<file path="src/rtl/segwr_pkg.sv">
// Shared types and helpers for the seven-segment character writer.
// Assumes an 8-bit pattern (seven segments plus point) and 4-bit memory words.
package segwr_pkg;
    localparam int SEG_W  = 8;
    localparam int COM_W  = 4;
    localparam int STEP_W = 3;

    typedef enum logic [1:0] {
        MUX_STATIC = 2'd0,
        MUX_DIV2   = 2'd1,
        MUX_DIV3   = 2'd2,
        MUX_DIV4   = 2'd3
    } mux_mode_t;

    // Number of memory words one character occupies in a mode.
    function automatic logic [STEP_W:0] span_of(input mux_mode_t m);
        case (m)
            MUX_STATIC: span_of = 4'd8;
            MUX_DIV2:   span_of = 4'd4;
            MUX_DIV3:   span_of = 4'd3;
            default:    span_of = 4'd2;
        endcase
    endfunction
endpackage

</file>
<file path="src/rtl/seg_decoder.sv">
// Character code to seven-segment pattern. Bit order a..g = bits 0..6, point = bit 7.
// Assumes codes above 0x0F are undefined and yield an all-zero pattern.
module seg_decoder
    import segwr_pkg::*;
(
    input  logic [7:0]       code,
    input  logic             point,
    output logic [SEG_W-1:0] pattern
);
    logic [6:0] segs;
    logic       known;

    // Look up the segment set for digits and symbols.
    always_comb begin
        known = 1'b1;
        case (code)
            8'h00: segs = 7'h3F;
            8'h01: segs = 7'h06;
            8'h02: segs = 7'h5B;
            8'h03: segs = 7'h4F;
            8'h04: segs = 7'h66;
            8'h05: segs = 7'h6D;
            8'h06: segs = 7'h7D;
            8'h07: segs = 7'h07;
            8'h08: segs = 7'h7F;
            8'h09: segs = 7'h6F;
            8'h0A: segs = 7'h40;
            8'h0B: segs = 7'h38;
            8'h0C: segs = 7'h76;
            8'h0D: segs = 7'h73;
            8'h0E: segs = 7'h63;
            8'h0F: segs = 7'h00;
            default: begin
                segs  = 7'h00;
                known = 1'b0;
            end
        endcase
    end

    assign pattern = {point & known, segs};
endmodule

</file>
<file path="src/rtl/seg_layout.sv">
// Picks the memory word for one step of a character store.
// Assumes step is below the span of the mode; unused bit positions are written as 0.
module seg_layout
    import segwr_pkg::*;
(
    input  mux_mode_t         mode,
    input  logic [SEG_W-1:0]  pattern,
    input  logic [STEP_W-1:0] step,
    output logic [COM_W-1:0]  word
);
    logic [1:0] per_word;
    logic [4:0] base;

    // Bits used per word in the modes that fill words in plain order.
    always_comb begin
        case (mode)
            MUX_STATIC: per_word = 2'd1;
            MUX_DIV2:   per_word = 2'd2;
            default:    per_word = 2'd3;
        endcase
    end

    assign base = 5'(step) * 5'(per_word);

    for (genvar b = 0; b < COM_W; b++) begin : g_bit
        localparam int HI_SLOT = (b == 0) ? 5 : (b == 1) ? 6 : (b == 2) ? 4 : 7;
        logic [4:0] slot;
        logic       in_use;
        assign slot   = base + 5'(b);
        assign in_use = ({1'b0, per_word} > 3'(b)) && (slot < 5'd8);
        assign word[b] = (mode == MUX_DIV4) ? (step[0] ? pattern[HI_SLOT] : pattern[b])
                                            : (in_use ? pattern[slot[2:0]] : 1'b0);
    end
endmodule

</file>
<file path="src/rtl/segwr_ctrl.sv">
// Holds mode, pointer and point flag, and steps a character store over memory words.
// Assumes one memory word is written per clock; commands are dropped while busy.
module segwr_ctrl
    import segwr_pkg::*;
#(
    parameter int ADDR_W = 5
) (
    input  logic              clk,
    input  logic              rst_n,
    input  logic              mode_we,
    input  mux_mode_t         mode_in,
    input  logic              ptr_we,
    input  logic [ADDR_W-1:0] ptr_in,
    input  logic              pt_we,
    input  logic              pt_in,
    input  logic              chr_we,
    input  logic [SEG_W-1:0]  pat_in,
    output mux_mode_t         mode_q,
    output logic [ADDR_W-1:0] ptr_q,
    output logic              pt_q,
    output logic              busy_q,
    output logic [STEP_W-1:0] step_q,
    output logic [SEG_W-1:0]  pat_q
);
    logic [STEP_W:0] last_step;
    logic            at_last;

    assign last_step = span_of(mode_q) - 1'b1;
    assign at_last   = ({1'b0, step_q} == last_step);

    // Command acceptance and store sequencing.
    always_ff @(posedge clk) begin
        if (!rst_n) begin
            mode_q <= MUX_STATIC;
            ptr_q  <= '0;
            pt_q   <= 1'b0;
            busy_q <= 1'b0;
            step_q <= '0;
            pat_q  <= '0;
        end else if (busy_q) begin
            ptr_q <= ptr_q + 1'b1;
            if (at_last) begin
                busy_q <= 1'b0;
                step_q <= '0;
            end else begin
                step_q <= step_q + 1'b1;
            end
        end else if (chr_we) begin
            pat_q  <= pat_in;
            busy_q <= 1'b1;
            step_q <= '0;
        end else begin
            if (mode_we) mode_q <= mode_in;
            if (ptr_we)  ptr_q  <= ptr_in;
            if (pt_we)   pt_q   <= pt_in;
        end
    end
endmodule

</file>
<file path="src/rtl/seg_char_writer.sv">
// Top: decodes a character, then stores it over mode-dependent memory words.
// Assumes a single-port display memory that takes one word per clock.
module seg_char_writer
    import segwr_pkg::*;
#(
    parameter int ADDR_W = 5
) (
    input  logic              clk,
    input  logic              rst_n,
    input  logic              mode_we,
    input  logic [1:0]        mode_in,
    input  logic              ptr_we,
    input  logic [ADDR_W-1:0] ptr_in,
    input  logic              pt_we,
    input  logic              pt_in,
    input  logic              chr_we,
    input  logic [7:0]        chr_in,
    output logic              mem_we,
    output logic [ADDR_W-1:0] mem_addr,
    output logic [COM_W-1:0]  mem_wdata,
    output logic              busy,
    output logic [1:0]        mode_q,
    output logic [ADDR_W-1:0] ptr_q
);
    mux_mode_t         mode_r;
    logic [SEG_W-1:0]  dec_pat;
    logic [SEG_W-1:0]  held_pat;
    logic [STEP_W-1:0] step;
    logic              point_flag;
    logic              busy_r;

    seg_decoder u_dec (
        .code    (chr_in),
        .point   (point_flag),
        .pattern (dec_pat)
    );

    segwr_ctrl #(.ADDR_W(ADDR_W)) u_ctrl (
        .clk     (clk),
        .rst_n   (rst_n),
        .mode_we (mode_we),
        .mode_in (mux_mode_t'(mode_in)),
        .ptr_we  (ptr_we),
        .ptr_in  (ptr_in),
        .pt_we   (pt_we),
        .pt_in   (pt_in),
        .chr_we  (chr_we),
        .pat_in  (dec_pat),
        .mode_q  (mode_r),
        .ptr_q   (ptr_q),
        .pt_q    (point_flag),
        .busy_q  (busy_r),
        .step_q  (step),
        .pat_q   (held_pat)
    );

    seg_layout u_lay (
        .mode    (mode_r),
        .pattern (held_pat),
        .step    (step),
        .word    (mem_wdata)
    );

    assign mem_we   = busy_r;
    assign busy     = busy_r;
    assign mem_addr = ptr_q;
    assign mode_q   = mode_r;
endmodule

</file>
<file path="config.mk">
export PLATFORM = sky130hd
export DESIGN_NAME = seg_char_writer
export DESIGN_NICKNAME = d
export VERILOG_FILES = /design/src/rtl/segwr_pkg.sv /design/src/rtl/seg_decoder.sv /design/src/rtl/seg_layout.sv /design/src/rtl/segwr_ctrl.sv /design/src/rtl/seg_char_writer.sv
export SDC_FILE = /design/constraint.sdc
export NUM_CORES = 1
export LEC_CHECK = 0
export ABC_AREA = 0
export BUFFER_PORTS_ARGS = -buffer_cell sky130_fd_sc_hd__buf_4
export CAP_MARGIN = 20
export CORE_MARGIN = 3
export CORE_UTILIZATION = 56
export CTS_BUF_LIST = sky130_fd_sc_hd__clkbuf_2 sky130_fd_sc_hd__clkbuf_4 sky130_fd_sc_hd__clkbuf_8
export DETAILED_ROUTE_END_ITERATION = 10
export PLACE_DENSITY = 0.89
export SYNTH_ARGS = -nofsm -noshare
export SYNTH_HDL_FRONTEND = slang
export SYNTH_SLANG_ARGS = --single-unit
</file>
<file path="constraint.sdc">
create_clock -name clk -period 6.56 [get_ports clk]
set_clock_uncertainty 0.05 [all_clocks]
set_input_delay 0.328 -clock clk [delete_from_list [all_inputs] [get_ports clk]]
set_output_delay 0.328 -clock clk [all_outputs]
set_load 0.1 [all_outputs]
</file>
==> metrics.md, run 1 <==
| Metric | Value |
|---|---|
| CTS tree | `built` |
| Maximum clock path buffer count | `2` |
| CTS Buf Count | `3` |
| Detail Route Antenna Nets | `0` |
| Synth Instances | `~200` |
| Cts repair resizes | `0` |
| R2R setup slack | `around 5.0 ns` |
| Power Total | `0.291 mW` |
| Die Width | `between 60 and 70 µm` |
| Worst Setup End Kind | `output port` |
| Maximum level of the CTS H-tree | `1` |
| DR vias | `1,554` |
| Top FF cell, synth | `dfxtp_1` |
| Die height | `60.7 µm` |
| Syn Std Cell Area | `between 1500 and 2000 µm²` |
| Yosys warns | `0` |
| Area of the core | `roughly 2800 µm²` |
| Starting density of the core | `59.8%` |
| Clk Latency, worst-skew pair | `between 0.2 and 0.3 ns` |
| Fin nets | `around 260` |
| Worst path max stage delay | `between 0.6 and 0.7 ns` |
| RSZ-0062 raised after global routing | `false` |
| Syn Area/Cell | `between 8 and 9 µm²` |
| Post-synth EDFFs | `0` |
| Syn nets | `roughly 230` |
| Starting DRT DRC Count | `65` |
| Crit path DAT | `3.09 ns` |
| Pleak | `between 0.7 and 0.8 nW` |
| WP data required | `6.18 ns` |
| Max-slew headroom | `roughly 33%` |
| Area of the multi-input gates | `approximately 1200 µm²` |
| Hold violation count in the final report | `0` |
| Critical path, cell by cell | `nor2b_1 > ha_1 > fa_1 > ha_1 > nand2_1 > xnor2_1 > a21boi_0 > o32ai_1 > buf_4` |
| Sinks on Clock Net | `20` |
| Post-Layout Cell Count | `between 200 and 300` |
| Hold buffers post-CTS | `0` |
| Number of placed instances, taps included | `between 200 and 300` |
| Largest net degree at the start of global routing | `21` |
| GRT Resource Usage Total | `a little over a fifth` |
| First-pass GRT wire length | `5.99 mm` |
| Post-DP HPWL | `around 2.9 mm` |
| Routability cong. | `about 0.90` |
| Pwr/cell area | `between 150 and 200 nW/µm²` |
| Sequential cell area | `400 µm²` |
| Hold Path Origin | `pt_in` |
| CTS Root Cell | `clkbuf_4` |
| Ys async rst share | `0%` |
| Commonest non-fill, non-tap cells in the layout | `buf_4, nand2_1, dfxtp_1` |
| Fin crit share | `52.9%` |
| Setup violations, final | `0` |
| Antenna Cells | `0` |
| Min-Delay Path Class | `input pin to flop` |
| Post-CTS setup buffer count | `0` |
| DRC | `0` |
| Buffers on Ports | `39` |
| Die area | `3690 µm²` |
| F_max | `about 0.29 GHz` |
| Routed wire per std cell | `14.4 µm` |
| Num ports | `40` |
| Crit path top cell by count | `ha_1` |
| DR vias/cell | `a little over 6` |
| Total negative slack | `0 ns` |
| Initial antenna violation count | `0` |
| Fin area | `a little under 2000 µm²` |
| Crit Path Class | `flop to output port` |
| Placed cell area | `about 1900 µm²` |
| Peak VDD IR | `119 µV` |
| Status | `completed` |
| Share of the yosys chip area belonging to registers | `23.9%` |
| Fill count | `236` |
| Min Clock Period, post-route | `3.47 ns` |
| Layout cell share with drive strength beyond 1 | `between 20 and 25%` |
| Grt ovf | `0` |
| Count of different cell masters after synthesis | `between 40 and 50` |
| Placement row count | `19` |
| Syn-to-layout area delta | `15.3%` |
| Drt pass-1 iters | `4` |
| Core Util, Final | `around 69%` |
| Max-slew violations | `0` |
| Max-Cap Viols | `0` |
| Worst R2R Start | `u_ctrl.step_q[0]$_SDFFE_PN0P_` |
| WL final | `3.69 mm` |
| CP max-delay cell | `dfxtp_1` |
| CP startpoint kind | `flop` |
| Most common cell after layout, fill and taps aside | `buf_4` |
| Vias in the first global route | `~1,400` |
| Slew at the pin closest to its max-slew limit | `slightly below 1 ns` |
| Critical path fanouts, max | `13` |
| Worst-path clk slew | `approximately 0.1 ns` |
| Worst Setup SP | `u_ctrl.step_q[0]$_SDFFE_PN0P_` |
| Yosys reg bits | `20` |
-- power breakdown --
group          switching, mW  internal [mW]
clock network         0.0327         0.0213
logic                 0.0685         0.0333
registers            0.00957          0.126
total                  0.111          0.181
-- kinds of logic (layout without fill, tap and decap cells) --
family / count (synthesis) / in the layout / synth area share [%]
and+or+nand+nor: 83 / 83 / 26.6
AOI/OAI and AO/OA: 52 / 52 / 21.3
DFF: 20 / 20 / 23.9
buffers and inverters: 19 / 43 / 6.19
muxes: 15 / 15 / 13.1
adders and majority gates: 7 / 7 / 5.67
xor gates and xnor gates: 6 / 6 / 3.13
-- flip-flops by register name, indices dropped and copies added (netlist names) --
signal         flops
u_ctrl.pt_q        1
u_ctrl.ptr_q       5
u_ctrl.mode_q      2
u_ctrl.busy_q      1
u_ctrl.step_q      3
u_ctrl.pat_q       8
-- worst paths after layout --
kind,to,cells past startpoint
worst max-delay path,mem_wdata[1],9
worst min-delay path,u_ctrl.pt_q$_SDFFE_PN0P_,3
worst max register to register,u_ctrl.step_q[1]$_SDFFE_PN0P_,4
worst min register to register,u_ctrl.pt_q$_SDFFE_PN0P_,2
-- routing by layer --
metal	vias up	share of wire (%)	track usage, %
met1	726	43	27.0
met5	-	0	0
met4	0	1.4	9.29
li1	789	-	-
met2	35	51	36.8
met3	4	4.3	2.13
-- cell usage after synthesis (2+ instances only) --
master    instances  area share, %
clkbuf_1         10            2.2
mux2i_1           7            4.2
nor2_1           12            2.7
nand2_1          21            4.7
a21oi_1           4            1.2
a32oi_1           2            1.0
mux4_1            3            4.7
a21o_1            2           0.90
xnor2_1           5            2.6
a22oi_1           3            1.3
nand3_1          11            3.3
nand4_1           3            1.1
nand3b_1          2           0.90
dfxtp_1          20             24
ha_1              6            4.5
a21boi_0         12            5.4
o32ai_1           2            1.0
buf_4             6            2.7
a221oi_1          2            1.0
and2_1            6            2.2
nor2b_1          13            4.9
o21ai_0          16            4.8
nor3b_1           2           0.90
o211ai_1          3            1.3
mux2_1            2            1.3
nand2b_1          6            2.2
-- worst max-delay path: cells and delay by family, from the launching register on --
kind | cells | cell delay, ns
AO/OA/AOI/OAI | 2 | 0.37
XOR/XNOR | 1 | 0.12
adder cells (fa/ha/maj) | 3 | 0.98
buffers and inverters | 1 | 0.34
flip-flops | 1 | 0.69
AND/OR/NAND/NOR | 2 | 0.31
-- stage by stage --
step	worst slack (ns)	hold slack, ns
final	3.09	0.251
after global routing	2.88	0.255
after CTS	3.07	0.248
after detailed placement	3.41	0.412
after global placement	3.50	0.402
after floorplan	1.18	0.394
-- cell type report --
cell class                 instances  area share (%)
inverter                           1           0.324
tap                               31            2.01
multi-input combinational        163            60.6
clock buffer                       3            1.17
timing repair buffer              39            15.1
sequential                        20            20.7
No activity file was read; power rests on OpenSTA's default activity.
==> run 2: changes to the inputs <==
==> constraint.sdc (replaced) <==
create_clock -name clk -period 3.45 [get_ports clk]
set_clock_uncertainty 0.05 [all_clocks]
set_input_delay 0.1725 -clock clk [delete_from_list [all_inputs] [get_ports clk]]
set_output_delay 0.1725 -clock clk [all_outputs]
set_load 0.1 [all_outputs]
==> metrics.md, run 2 (synthesized netlist as in run 1, its figures left out) <==
| Metric | Value |
|---|---|
| Maximum clock path buffer count | `2` |
| Num ports | `40` |
| Most common cell after layout, fill and taps aside | `buf_4` |
| RSZ-0062 raised after global routing | `false` |
| F_max | `about 0.31 GHz` |
| Min-Delay Path Class | `input pin to flop` |
| Max-Cap Viols | `0` |
| WL final | `3.70 mm` |
| Critical path fanouts, max | `10` |
| Fill count | `216` |
| Most flops, register | `u_ctrl.pat_q` |
| Worst Setup End Kind | `output port` |
| Fin worst setup slack | `approximately 0.24 ns` |
| Flop pwr share | `between 30% and 40%` |
| Pleak | `roughly 0.8 nW` |
| Max-slew violations | `0` |
| Crit Path Class | `flop to output port` |
| Fin nets | `roughly 260` |
| Die area | `around 3700 µm²` |
| Clock network fraction of total power | `29.9%` |
| Max-slew headroom | `62.1%` |
| Fin crit share | `between 90% and 100%` |
| Routed wire per std cell | `roughly 14 µm` |
| Vias in the first global route | `approximately 1,400` |
| Slew at the pin closest to its max-slew limit | `0.568 ns` |
| WHS | `0.0659 ns` |
| Min Clock Period, post-route | `between 3 and 4 ns` |
| Drt pass-1 iters | `4` |
| CTS Buf Count | `3` |
| Layout cell share with drive strength beyond 1 | `around a quarter` |
| Combinational power share | `about 30%` |
| Core Util, Final | `71.9%` |
| DR vias | `1,541` |
| CTS Root Cell | `clkbuf_4` |
| DRC | `0` |
| Hold violation count in the final report | `0` |
| Largest net degree at the start of global routing | `21` |
| Post-DP HPWL | `between 2 and 3 mm` |
| Placement row count | `19` |
| Setup violations, final | `0` |
| Post-Layout Cell Count | `260` |
| Grt ovf | `0` |
| GRT Resource Usage Total | `22.1%` |
| First-pass GRT wire length | `6.15 mm` |
| Syn-to-layout area delta | `20.4%` |
| Maximum level of the CTS H-tree | `1` |
| DR vias/cell | `~6` |
| Status | `completed` |
| Pwr/cell area | `roughly 320 nW/µm²` |
| Starting density of the core | `between 50% and 60%` |
| Commonest non-fill, non-tap cells in the layout | `buf_4, nand2_1, dfxtp_1` |
| Buffers on Ports | `39` |
| Antenna Cells | `0` |
| WP data required | `~3.2 ns` |
| Routability cong. | `roughly 0.84` |
| Leading registers by flop count | `u_ctrl.pat_q (8), u_ctrl.ptr_q (5), u_ctrl.step_q (3)` |
| Crit path DAT | `around 3 ns` |
| CP startpoint kind | `flop` |
| Clk Latency, worst-skew pair | `0.31 ns` |
| Sinks on Clock Net | `20` |
| Number of placed instances, taps included | `256` |
| Switching share of power | `34.7%` |
| Initial antenna violation count | `0` |
| Detail Route Antenna Nets | `0` |
| Worst-path clk slew | `about 0.12 ns` |
| P_int | `~0.42 mW` |
| Die height | `a little over 60 µm` |
| CTS tree | `built` |
| Peak VDD IR | `around 340 µV` |
| Post-CTS setup buffer count | `0` |
| Total negative slack | `0 ns` |
| Hold buffers post-CTS | `0` |
| Max reg flops | `8` |
| Area of the core | `around 2800 µm²` |
| Die Width | `~60 µm` |
| Starting DRT DRC Count | `67` |
| Cts repair resizes | `0` |
| Setup WS pre-CTS | `between 0.5 and 0.6 ns` |
| Net Sw Power | `about 0.22 mW` |
run 2: cell types whose count changed in the layout (fill, tap and decap cells not counted), sizes merged:
cell,before,now
buf,39,41
bufinv,0,1
run 2: through the flow:
stage                     power, mW  cell area (µm²)
after floorplan               0.415             1720
after global placement        0.456             1970
final                         0.647             2020
after CTS                     0.651             2020
after detailed placement      0.459             1970
after global routing          0.679             2020
run 2: cell type report:
class	count	area, µm²	area share (%)
repair buffers	41	308	15.3
well taps	31	38.8	1.92
inverters	1	6.26	0.310
clock inverters	1	30.0	1.49
flip-flops and latches	20	403	20.0
multi-input cells	163	1210	60.0
clock buffers	3	22.5	1.12
run 2: final timing paths:
| path | startpoint | end | slack, ns | cells past startpoint |
|---|---|---|---|---|
| worst max-delay path | u_ctrl.mode_q[1]$_SDFFE_PN0P_ | mem_wdata[1] | 0.24 | 10 |
| worst min-delay path | mode_in[0] | u_ctrl.mode_q[0]$_SDFFE_PN0P_ | 0.07 | 3 |
| worst max register to register | u_ctrl.busy_q$_SDFF_PN0_ | u_ctrl.pat_q[3]$_SDFFE_PN0P_ | 1.90 | 5 |
| worst min register to register | u_ctrl.pt_q$_SDFFE_PN0P_ | u_ctrl.pt_q$_SDFFE_PN0P_ | 0.43 | 2 |
run 2: layer usage:
layer | global-route usage (%) | wire, µm
met1 | 29.3 | 1690
met3 | 2.13 | 134
met4 | 10.5 | 61
met5 | 0 | 0
met2 | 36.2 | 1820
run 2: critical path, stage by stage, from the launching register on:
cell and delay, ns:
dfxtp_2 0.39, nand2b_4 0.17, and2_1 0.16, ha_1 0.20
fa_1 0.61, ha_1 0.26, nand2_1 0.08, xnor2_1 0.13
a21boi_0 0.14, o32ai_4 0.21, buf_4 0.32
run 2: power groups by stage:
stage | Clock [mW] | Combinational, mW | Sequential, mW
final | 0.193 | 0.199 | 0.254
after global routing | 0.208 | 0.214 | 0.257
after CTS | 0.197 | 0.200 | 0.254
after detailed placement | 0 | 0.199 | 0.260
after global placement | 0 | 0.197 | 0.259
after floorplan | 0 | 0.119 | 0.296
